$ cat src/rtl/bdu_pkg.sv
package bdu_pkg;
  localparam int COND_W   = 4;
  localparam int NUM_COND = 1 << COND_W;
  localparam int NUM_BASE = NUM_COND / 2;

  typedef struct packed {
    logic z;
    logic n;
    logic c;
    logic v;
  } flags_t;
endpackage

$ cat src/rtl/bdu_cond_eval.sv
module bdu_cond_eval
  import bdu_pkg::*;
(
  input  flags_t            flg,
  input  logic [COND_W-1:0] code,
  output logic              hit
);
  logic [NUM_BASE-1:0] base;
  logic [NUM_COND-1:0] all_cc;
  logic                lt_s;

  assign lt_s    = flg.n ^ flg.v;
  assign base[0] = 1'b1;
  assign base[1] = flg.z;
  assign base[2] = flg.c;
  assign base[3] = flg.v;
  assign base[4] = lt_s;
  assign base[5] = lt_s | flg.z;
  assign base[6] = ~flg.c;
  assign base[7] = ~flg.c | flg.z;

  // each odd code is the complement of the even code below it
  for (genvar k = 0; k < NUM_BASE; k++) begin : g_pair
    assign all_cc[2*k]   = base[k];
    assign all_cc[2*k+1] = ~base[k];
  end

  assign hit = all_cc[code];
endmodule

$ cat src/rtl/bdu_target.sv
module bdu_target #(
  parameter int XLEN   = 16,
  parameter int DISP_W = 8
) (
  input  logic [XLEN-1:0]   pc,
  input  logic [DISP_W-1:0] disp,
  output logic [XLEN-1:0]   target
);
  localparam int EXT_W = XLEN - DISP_W;
  logic [XLEN-1:0] ext;

  assign ext    = {{EXT_W{disp[DISP_W-1]}}, disp};
  assign target = pc + (ext << 1);
endmodule

$ cat src/rtl/bdu_shadow.sv
module bdu_shadow #(
  parameter int SLOTS = 2
) (
  input  logic clk,
  input  logic rst,
  input  logic load,
  input  logic step,
  output logic busy
);
  localparam int CW = $clog2(SLOTS + 1);
  logic [CW-1:0] cnt;

  always_ff @(posedge clk) begin
    if (rst)                  cnt <= '0;
    else if (load)            cnt <= CW'(SLOTS);
    else if (step && cnt != 0) cnt <= cnt - 1'b1;
  end

  assign busy = (cnt != 0);

  // a bubble in decode does not consume an annul slot
  assert_bubble_keeps_annul_R7: assert property (@(posedge clk) disable iff (rst)
    (busy && !step) |=> busy);
  // a redirect always opens a fresh window
  assert_load_opens_window_R10: assert property (@(posedge clk) disable iff (rst)
    load |=> busy);
endmodule

$ cat src/rtl/branch_decider.sv
module branch_decider
  import bdu_pkg::*;
#(
  parameter int          XLEN   = 16,
  parameter int          DISP_W = 8,
  parameter int          OPC_W  = 4,
  parameter logic [3:0]  OPC_BR = 4'hB,
  parameter int          SHADOW = 2,
  localparam int         INSN_W = OPC_W + COND_W + DISP_W
) (
  input  logic              clk,
  input  logic              rst,
  input  logic              dc_valid,
  input  logic [INSN_W-1:0] dc_insn,
  input  logic [XLEN-1:0]   dc_pc,
  input  logic              flag_z,
  input  logic              flag_n,
  input  logic              flag_c,
  input  logic              flag_v,
  input  logic              ex_jump,
  input  logic [XLEN-1:0]   ex_jump_target,
  output logic              redirect,
  output logic [XLEN-1:0]   redirect_pc,
  output logic              annul
);
  logic [OPC_W-1:0]  opc;
  logic [COND_W-1:0] code;
  logic [DISP_W-1:0] disp;
  flags_t            flg;
  logic              cond_hit;
  logic [XLEN-1:0]   br_target;
  logic              br_fire;
  logic              evt;
  logic [XLEN-1:0]   next_pc;

  assign opc  = dc_insn[INSN_W-1 -: OPC_W];
  assign code = dc_insn[DISP_W +: COND_W];
  assign disp = dc_insn[DISP_W-1:0];
  assign flg  = '{z: flag_z, n: flag_n, c: flag_c, v: flag_v};

  bdu_cond_eval u_cond (
    .flg  (flg),
    .code (code),
    .hit  (cond_hit)
  );

  bdu_target #(.XLEN(XLEN), .DISP_W(DISP_W)) u_tgt (
    .pc     (dc_pc),
    .disp   (disp),
    .target (br_target)
  );

  assign br_fire = dc_valid && !annul && (opc == OPC_W'(OPC_BR)) && cond_hit;
  assign evt     = ex_jump || br_fire;
  assign next_pc = ex_jump ? ex_jump_target : br_target;

  bdu_shadow #(.SLOTS(SHADOW)) u_shadow (
    .clk  (clk),
    .rst  (rst),
    .load (evt),
    .step (dc_valid),
    .busy (annul)
  );

  always_ff @(posedge clk) begin
    if (rst) begin
      redirect    <= 1'b0;
      redirect_pc <= '0;
    end else begin
      redirect <= evt;
      if (evt) redirect_pc <= next_pc;
    end
  end

  // every redirect is accompanied by an open annul window
  assert_redirect_annuls_R7: assert property (@(posedge clk) disable iff (rst)
    redirect |-> annul);
  // a squashed branch cannot redirect
  assert_annulled_no_branch_R8: assert property (@(posedge clk) disable iff (rst)
    (annul && dc_valid && !ex_jump) |=> !redirect);
  // a jump redirects to its own target
  assert_jump_target_R6: assert property (@(posedge clk) disable iff (rst)
    ex_jump |=> (redirect && redirect_pc == $past(ex_jump_target)));
  // the always code fires
  assert_always_taken_R3: assert property (@(posedge clk) disable iff (rst)
    (dc_valid && !annul && !ex_jump && opc == OPC_W'(OPC_BR) && code == '0) |=> redirect);
  // other opcodes never branch
  assert_non_branch_quiet_R2: assert property (@(posedge clk) disable iff (rst)
    (!ex_jump && opc != OPC_W'(OPC_BR)) |=> !redirect);
endmodule

$ cat config.mk
export PLATFORM = sky130hd
export DESIGN_NAME = branch_decider
export DESIGN_NICKNAME = d
export VERILOG_FILES = /design/src/rtl/bdu_pkg.sv /design/src/rtl/bdu_cond_eval.sv /design/src/rtl/bdu_target.sv /design/src/rtl/bdu_shadow.sv /design/src/rtl/branch_decider.sv
export SDC_FILE = /design/constraint.sdc
export NUM_CORES = 1
export LEC_CHECK = 0
export BUFFER_PORTS_ARGS = -buffer_cell sky130_fd_sc_hd__buf_2
export CAP_MARGIN = 10
export CORE_MARGIN = 4
export CORE_UTILIZATION = 50
export CTS_CLUSTER_SIZE = 10
export DETAILED_ROUTE_END_ITERATION = 7
export GPL_TIMING_DRIVEN = 0
export PLACE_DENSITY_LB_ADDON = 0.3
export SYNTH_ARGS = -nofsm -noshare
export SYNTH_HDL_FRONTEND = slang
export SYNTH_SLANG_ARGS = --single-unit
$ cat constraint.sdc
create_clock -name clk -period 5.8 [get_ports clk]
set_clock_uncertainty 0.1 [all_clocks]
set_input_delay 0.58 -clock clk [delete_from_list [all_inputs] [get_ports clk]]
set_output_delay 0.58 -clock clk [all_outputs]
set_load 0.02 [all_outputs]
==> summary.md, run 1 <==
| Metric | Value |
|---|---|
| Area Overhead vs Synth | 25.9% |
| Gr usage total | 0.203 |
| FF-to-FF setup slack | 3750 ps |
| Fin crit share | 0.436 |
| Drt drc | 0 |
| EDFF count, synth | 0 |
| Synthesized area per cell | approximately 8 µm² |
| Crit path launch type | input pin |
| Synth warn | 0 |
| Main synth FF type | dfxtp_1 |
| Clock network fraction of total power | 0.187 |
| CP max FO | 9 |
| Antenna cells | 0 |
| Synthesis-stage register bit count | 19 |
| Critical path required time | around 5900 ps |
| Hold Crit Start | redirect_pc[13]$_SDFFE_PP0P_ |
| Most common cell after layout, fill and taps aside | buf_2 |
| Post-Syn Area | around 1700 µm² |
| Drt total wl | between 4 and 5 mm |
| Post_cts resized | 0 |
| Reg clk slew, reported paths | roughly 110 ps |
| Starting Density | 0.540 |
| Die Ht | 66.4 µm |
| Power density cells | 172 nW/µm² |
| Cell Int Power | approximately 0.23 mW |
| Final Critical Period | 2530 ps |
| Top-Level Pins | 74 |
| Outcome | complete, no violations |
| Pins over their slew limit | 0 |
| Worst Path Class, Setup | input pin to flop |
| Hold Fails Final Rpt | 0 |
| Die area | 4410 µm² |
| Initial antenna violation count | 0 |
| Unrepaired setup endpoints after global routing | false |
| Mapped Cells | approximately 210 |
| Placeable core region | around 3200 µm² |
| First-pass GRT wire length | ~7 mm |
| Count of TritonRoute iterations in the first routing pass | 4 |
| Wirelength per Cell | approximately 13 µm |
| Hold path depth | 2 |
| PortBufs | between 70 and 80 |
| # hold bufs at CTS | 0 |
| Combinational share of power | 0.421 |
| Sw frac | 0.363 |
| Final setup fails | 0 |
| Setup TNS | 0 ps |
| Post-synth cell types | between 50 and 60 |
| Most frequent cells in the layout | buf_2, dfxtp_1, nor2_1, ha_1, nand2_1 |
| Flop pwr share | 0.392 |
| Hold WC Path Type | flop to flop |
| Slew @ Worst Pin | around 660 ps |
| FF-to-FF path depth | 7 |
| Worst path most repeated cell | buf_2 |
| Slowest stage delay, CP | 530 ps |
| Worst skew pair latency | 300 ps |
| Crit path DAT | about 2700 ps |
| WHS Endpoint | redirect_pc[13]$_SDFFE_PP0P_ |
| Row count | 20 |
| Cts bufs inserted | 3 |
| DR iter-0 viols | ~120 |
| Antenna-violating nets left | 0 |
| CTS tree | yes |
| Async S/R FF share, synth | 0 |
| CTS Root Cell | clkbuf_4 |
| P_leak | about 1.0 nW |
| Gpl congestion | about 0.89 |
| Max clock buf depth | 2 |
| Worst hold slack | approximately 380 ps |
| Reg2reg end | redirect_pc[12]$_SDFFE_PP0P_ |
| Total Nets Final | 357 |
| GRT Residual Overflow | 0 |
| CP Cell Sequence | buf_2, ha_1, buf_2, nand2_1, o21ai_0, nor3_1, or4_4, a311oi_2 |
| Clock H-tree levels | 1 |
| Sw Pwr | approximately 0.13 mW |
| Post-CTS setup buffers | 0 |
| Vias post-DR | between 1500 and 2000 |
| Die W | roughly 66 µm |
| Syn_nets | 280 |
| Detailed-placement wirelength estimate | 3.53 mm |
| Sequential cell area fraction in the yosys report | 0.223 |
| CTS Sinks | 19 |
| Reg2Reg Launch Point | u_shadow.cnt[0]$_SDFFE_PP0P_ |
| Vias in the first global route | around 1600 |
| Vias per cell | around 5.6 |
| Max_slew headroom | 0.556 |
| Peak supply drop | 98.0 µV |
| Filler instances | between 200 and 300 |
| Max Clk Rate | 396 MHz |
| Max_cap viols | 0 |
| Share of cells above drive strength 1 | 0.299 |
| Max stage delay cell, worst path | or4_4 |
| Pin count of the biggest net entering global routing | 11 |
| CP Capture Type | flop |
==> flip-flops by register name, indices dropped and copies added (netlist names) <==
name,count
u_shadow.cnt,2
redirect,1
redirect_pc,16
==> cells in the mapped netlist, types with 3 or more instances <==
cell	n	share of area
dfxtp_1	19	0.22
ha_1	15	0.11
nor2_1	15	0.033
nand2_1	14	0.031
a21oi_1	10	0.029
mux2i_1	10	0.059
inv_1	8	0.018
nand4_1	8	0.029
nor3_1	8	0.023
nand3_1	7	0.021
o21ai_0	7	0.021
xnor2_1	7	0.036
a211oi_1	6	0.026
a21o_1	6	0.026
clkbuf_1	6	0.013
a311oi_1	4	0.021
and3_1	4	0.015
o21a_1	4	0.018
a31oi_1	3	0.011
and2_1	3	0.011
o211a_1	3	0.018
o221ai_1	3	0.015
or3_1	3	0.011
==> logic make-up (layout without fill, tap and decap cells) <==
kind of cell	count (synthesis)	count (layout)	share of synthesized area
compound gates	61	61	0.271
xor+xnor	9	9	0.0463
fa+ha+maj	16	16	0.122
buf+inv	18	94	0.0455
flops	19	19	0.223
mux	10	10	0.0587
simple gates	75	75	0.233
==> how the worst max path moves through the flow <==
| stage | cells after the start | slack [ps] | endpoint | start |
|---|---|---|---|---|
| 6_report | 8 | 3270 | redirect_pc[12]$_SDFFE_PP0P_ | dc_insn[7] |
| 3_3_place_gp | 8 | 3000 | redirect_pc[12]$_SDFFE_PP0P_ | dc_insn[7] |
| 2_1_floorplan | 7 | 3250 | redirect_pc[12]$_SDFFE_PP0P_ | dc_insn[4] |
| 5_1_grt | 8 | 3150 | redirect_pc[12]$_SDFFE_PP0P_ | dc_insn[7] |
| 4_1_cts | 8 | 3290 | redirect_pc[12]$_SDFFE_PP0P_ | dc_insn[7] |
| 3_5_place_dp | 8 | 2960 | redirect_pc[12]$_SDFFE_PP0P_ | dc_insn[7] |
==> final cells by class <==
| class | count | area [µm²] | share of cell area |
|---|---|---|---|
| Timing Repair Buffer | 72 | 360 | 0.168 |
| Sequential cell | 19 | 380 | 0.177 |
| Clock buffer | 4 | 26.3 | 0.0122 |
| Multi-Input combinational cell | 171 | 1250 | 0.581 |
| Tap cell | 44 | 55.1 | 0.0257 |
| Buffer | 10 | 47.5 | 0.0222 |
| Inverter | 8 | 30.0 | 0.0140 |
==> critical path: cells and delay by family <==
family                     cells  cell delay (ps)
and+or+nand+nor                3              720
adders and majority gates      1              290
buffers and inverters          2              330
AOI/OAI and AO/OA              2              730
==> per-layer routing <==
layer,global-route usage,up-vias,part of all wire
li1,-,950,-
met1,0.281,821,0.47
met2,0.330,68,0.44
met3,0.0272,2,0.075
met4,0.0457,0,0.0071
met5,0,-,0
==> metrics by stage <==
stage                     setup WS [ps]  total power [mW]  area (µm²)  cells   util
after floorplan                    3250             0.251        1700    208      -
after global placement             3000             0.298        2120    324  0.672
after detailed placement           2960             0.301        2120    324  0.672
after CTS                          3290             0.368        2150    328  0.681
after global routing               3150             0.392        2150    328  0.681
final                              3270             0.368        2150    328  0.681
==> power by group through the flow <==
stage / Clock (mW) / Combinational, mW / Sequential (mW)
after CTS: 0.0698 / 0.154 / 0.144
after global routing: 0.0742 / 0.173 / 0.145
final: 0.0687 / 0.155 / 0.144
after floorplan: 0 / 0.0942 / 0.157
after global placement: 0 / 0.151 / 0.147
after detailed placement: 0 / 0.154 / 0.147
(Power assumes the default switching activity.)
==> run 2: changes to the inputs <==
--- a/config.mk
+++ b/config.mk
@@ -5,10 +5,11 @@
 export SDC_FILE = /design/constraint.sdc
 export NUM_CORES = 1
 export LEC_CHECK = 0
+export ABC_AREA = 1
 export BUFFER_PORTS_ARGS = -buffer_cell sky130_fd_sc_hd__buf_2
 export CAP_MARGIN = 10
 export CORE_MARGIN = 4
-export CORE_UTILIZATION = 50
+export CORE_UTILIZATION = 49
 export CTS_CLUSTER_SIZE = 10
 export DETAILED_ROUTE_END_ITERATION = 7
 export GPL_TIMING_DRIVEN = 0
==> constraint.sdc (replaced) <==
create_clock -name clk -period 2.4 [get_ports clk]
set_clock_uncertainty 0.1 [all_clocks]
set_input_delay 0.24 -clock clk [delete_from_list [all_inputs] [get_ports clk]]
set_output_delay 0.24 -clock clk [all_outputs]
set_load 0.02 [all_outputs]
==> run 2 against run 1 <==
  * Final cell count grew 35%
  * Global-route usage shrank 1.5 points
  * Combinational power grew to 2.7 times the previous value
  * Non-clock buffer count shrank 6
  * Setup slack lost 2600 ps
  * Worst hold slack lost 220 ps
  * Critical path type unchanged
==> summary.md, run 2 <==
| Metric | Value |
|---|---|
| Outcome | complete, no violations |
| Die Ht | 69.6 µm (+4.9%) |
| Top cells by area, synth | nand2_1, dfxtp_1, ha_1 |
| Clock H-tree levels | 1 (unchanged) |
| PortBufs | 73 (+1.4%) |
| Cts bufs inserted | 3 (unchanged) |
| CP bufs+invs | 3 (+1) |
| GRT Residual Overflow | 0 (unchanged) |
| Critical path required time | 2460 ps (-3470 ps) |
| Antenna-violating nets left | 0 (unchanged) |
| Worst Path Class, Setup | input pin to flop |
| Drt drc | 0 (unchanged) |
| Gr usage total | 0.188 (-0.0149) |
| Post-Syn Area | 1860 µm² (+9.3%) |
| Setup TNS | 0 ps (unchanged) |
| Family with the most delay on the worst path | simple AND/OR/NAND/NOR gates |
| CP Capture Type | flop |
| Hold path depth | 2 (unchanged) |
| CTS Root Cell | clkbuf_8 |
| GR Util met1 | 0.229 (-0.0520) |
| Max reg flops | 16 (unchanged) |
| Pin count of the biggest net entering global routing | 12 (+1) |
| Crit path DAT | 1810 ps (-840 ps) |
| Wirelength per Cell | 10.2 µm (-24%) |
| FF-to-FF path depth | 10 (+3) |
| Pins over their slew limit | 0 (unchanged) |
| Gpl congestion | 0.882 (-1.2%) |
| Most common cell after layout, fill and taps aside | nand2_1 |
| Final setup fails | 0 (unchanged) |
| Post_cts resized | 0 (unchanged) |
| Mapped Cells | 318 (+53%) |
| Synth warn | 0 (unchanged) |
| # hold bufs at CTS | 0 (unchanged) |
| Hold WC Path Type | input pin to flop |
| Largest Register | redirect_pc |
| Worst path most repeated cell | nand2_1 |
| Post-CTS setup buffers | 0 (unchanged) |
| Drt total wl | 4.51 mm (+2.9%) |
| Max clock buf depth | 2 (unchanged) |
| Synthesized area per cell | 5.85 µm² (-29%) |
| Final Util | 0.637 (-0.0432) |
| CP Cell Sequence | buf_2, ha_1, inv_1, fa_1, inv_1, nand2_1, nand3_1, nand3_1, nand2_1, nand2_1, nand3_1, nand2_1, nand2_1, nand2_1 |
| Hold Fails Final Rpt | 0 (unchanged) |
| Vias in the first global route | 1903 (+17%) |
| Total Nets Final | 468 (+31%) |
| Slew @ Worst Pin | 415 ps (-243 ps) |
| Placeable core region | 3660 µm² (+16%) |
| Starting Density | 0.509 (-0.0319) |
| P_leak | 1.43 nW (+39%) |
| Die area | 4850 µm² (+10%) |
| Power density cells | 422 nW/µm² (+150%) |
| Post-synth top area share | 0.260 (+0.0369) |
| Final Critical Period | 1750 ps |
| Syn_nets | 390 (+39%) |
| Main synth FF type | dfxtp_1 |
| Share of cells above drive strength 1 | 0.238 (-0.0613) |
| Crit path launch type | input pin |
| Top-Level Pins | 74 (unchanged) |
| Crit path depth | 14 (+6) |
| Post-synth cell types | 27 (-48%) |
| Sequential cell area fraction in the yosys report | 0.204 (-0.0189) |
| CTS Sinks | 19 (unchanged) |
| Vias post-DR | 2125 (+15%) |
| Count of TritonRoute iterations in the first routing pass | 4 (unchanged) |
| Die W | 69.6 µm (+4.9%) |
| Max Clk Rate | approximately 570 MHz |
| Met3 global-route usage | 0.0275 (+0.000325) |
| Async S/R FF share, synth | 0 (unchanged) |
| Row count | 22 (+10%) |
| Max stage delay cell, worst path | fa_1 |
| Initial antenna violation count | 0 (unchanged) |
| DR iter-0 viols | 97 (-18%) |
| First-pass GRT wire length | 7.71 mm (+7.7%) |
| GRT busiest layer | met2 |
| Power Total | 0.985 mW (+170%) |
| Slowest stage delay, CP | 390 ps (-140 ps) |
| Fin crit share | 0.728 |
| CP max FO | 5 (-4) |
| Most frequent cells in the layout | nand2_1, buf_2, inv_1, nand3_1, dfxtp_1 |
| Routing usage on met2 | 0.337 (+0.00725) |
| Vias per cell | 4.80 (-15%) |
| Area leader, netlist | nand2_1 |
| Commonest cells in the netlist | nand2_1, inv_1, nand3_1 |
| CTS tree | yes |
| Most common cell in the synthesized netlist | nand2_1 |
| Worst skew pair latency | 250 ps (-50 ps) |
| Peak supply drop | 193 µV (+97%) |
| Max_slew headroom | 0.723 (+0.167) |
| Area Overhead vs Synth | 25.3% |
| Max_cap viols | 0 (unchanged) |
| Synthesis-stage register bit count | 19 (unchanged) |
| EDFF count, synth | 0 (unchanged) |
| Detailed-placement wirelength estimate | 3.81 mm (+8.1%) |
| Antenna cells | 0 (unchanged) |
| Reg clk slew, reported paths | 70 ps (-40 ps) |
| Unrepaired setup endpoints after global routing | false |
| Top flop regs | redirect_pc x16, u_shadow.cnt x2, redirect x1 |
## run 2: changes by cell type after synthesis, sizes merged, moves of 5 or more
cell	change
inv	+44
mux2i	-7
or2	+6
a211oi	-7
nor3	-6
a311oi	-5
a21o	-6
nand2	+119
a21oi	-6
nand3	+23
## run 2: routing by layer
metal	wire [µm]	part of all wire	vias to the layer above
met5	0	0	-
met4	58	0.013	0
met3	312	0.069	6
met2	2150	0.48	57
met1	1990	0.44	914
li1	-	-	1148
## run 2: area by class of cell
class,count,area (µm²)
plain buffers,3,18.8
clock buffers,3,41.3
clock inverters,1,5.00
fillers,382,1330
inverters,52,195
multi-input cells,244,1270
flip-flops and latches,19,380
well taps,48,60.1
repair buffers,73,365
## run 2: power by group
group	total, mW	switching [mW]	leakage (nW)	internal [mW]
logic	0.414	0.249	1.25	0.165
clock network	0.217	0.102	0.0255	0.115
registers	0.354	0.0124	0.157	0.342
## run 2: cells by family after synthesis
| group | share of synthesized area |
|---|---|
| DFF | 0.204 |
| xor gates and xnor gates | 0.0235 |
| buffers and inverters | 0.115 |
| adders and majority gates | 0.112 |
| AOI/OAI and AO/OA | 0.0376 |
| muxes | 0.0161 |
| and+or+nand+nor | 0.492 |
## run 2: per-stage QoR
stage	std cells	hold slack [ps]	worst slack [ps]	cell area (µm²)
2_1_floorplan	318	219	734	1860
3_3_place_gp	439	334	427	2290
3_5_place_dp	439	338	404	2290
4_1_cts	443	163	671	2330
5_1_grt	443	175	514	2330
6_report	443	164	652	2330
## run 2: worst paths after layout
| check | to | slack (ps) | startpoint |
|---|---|---|---|
| max | redirect_pc[11]$_SDFFE_PP0P_ | 650 | dc_insn[0] |
| min | u_shadow.cnt[0]$_SDFFE_PP0P_ | 160 | rst |
| max reg2reg | redirect_pc[14]$_SDFFE_PP0P_ | 800 | u_shadow.cnt[0]$_SDFFE_PP0P_ |
| min reg2reg | redirect_pc[15]$_SDFFE_PP0P_ | 350 | redirect_pc[15]$_SDFFE_PP0P_ |
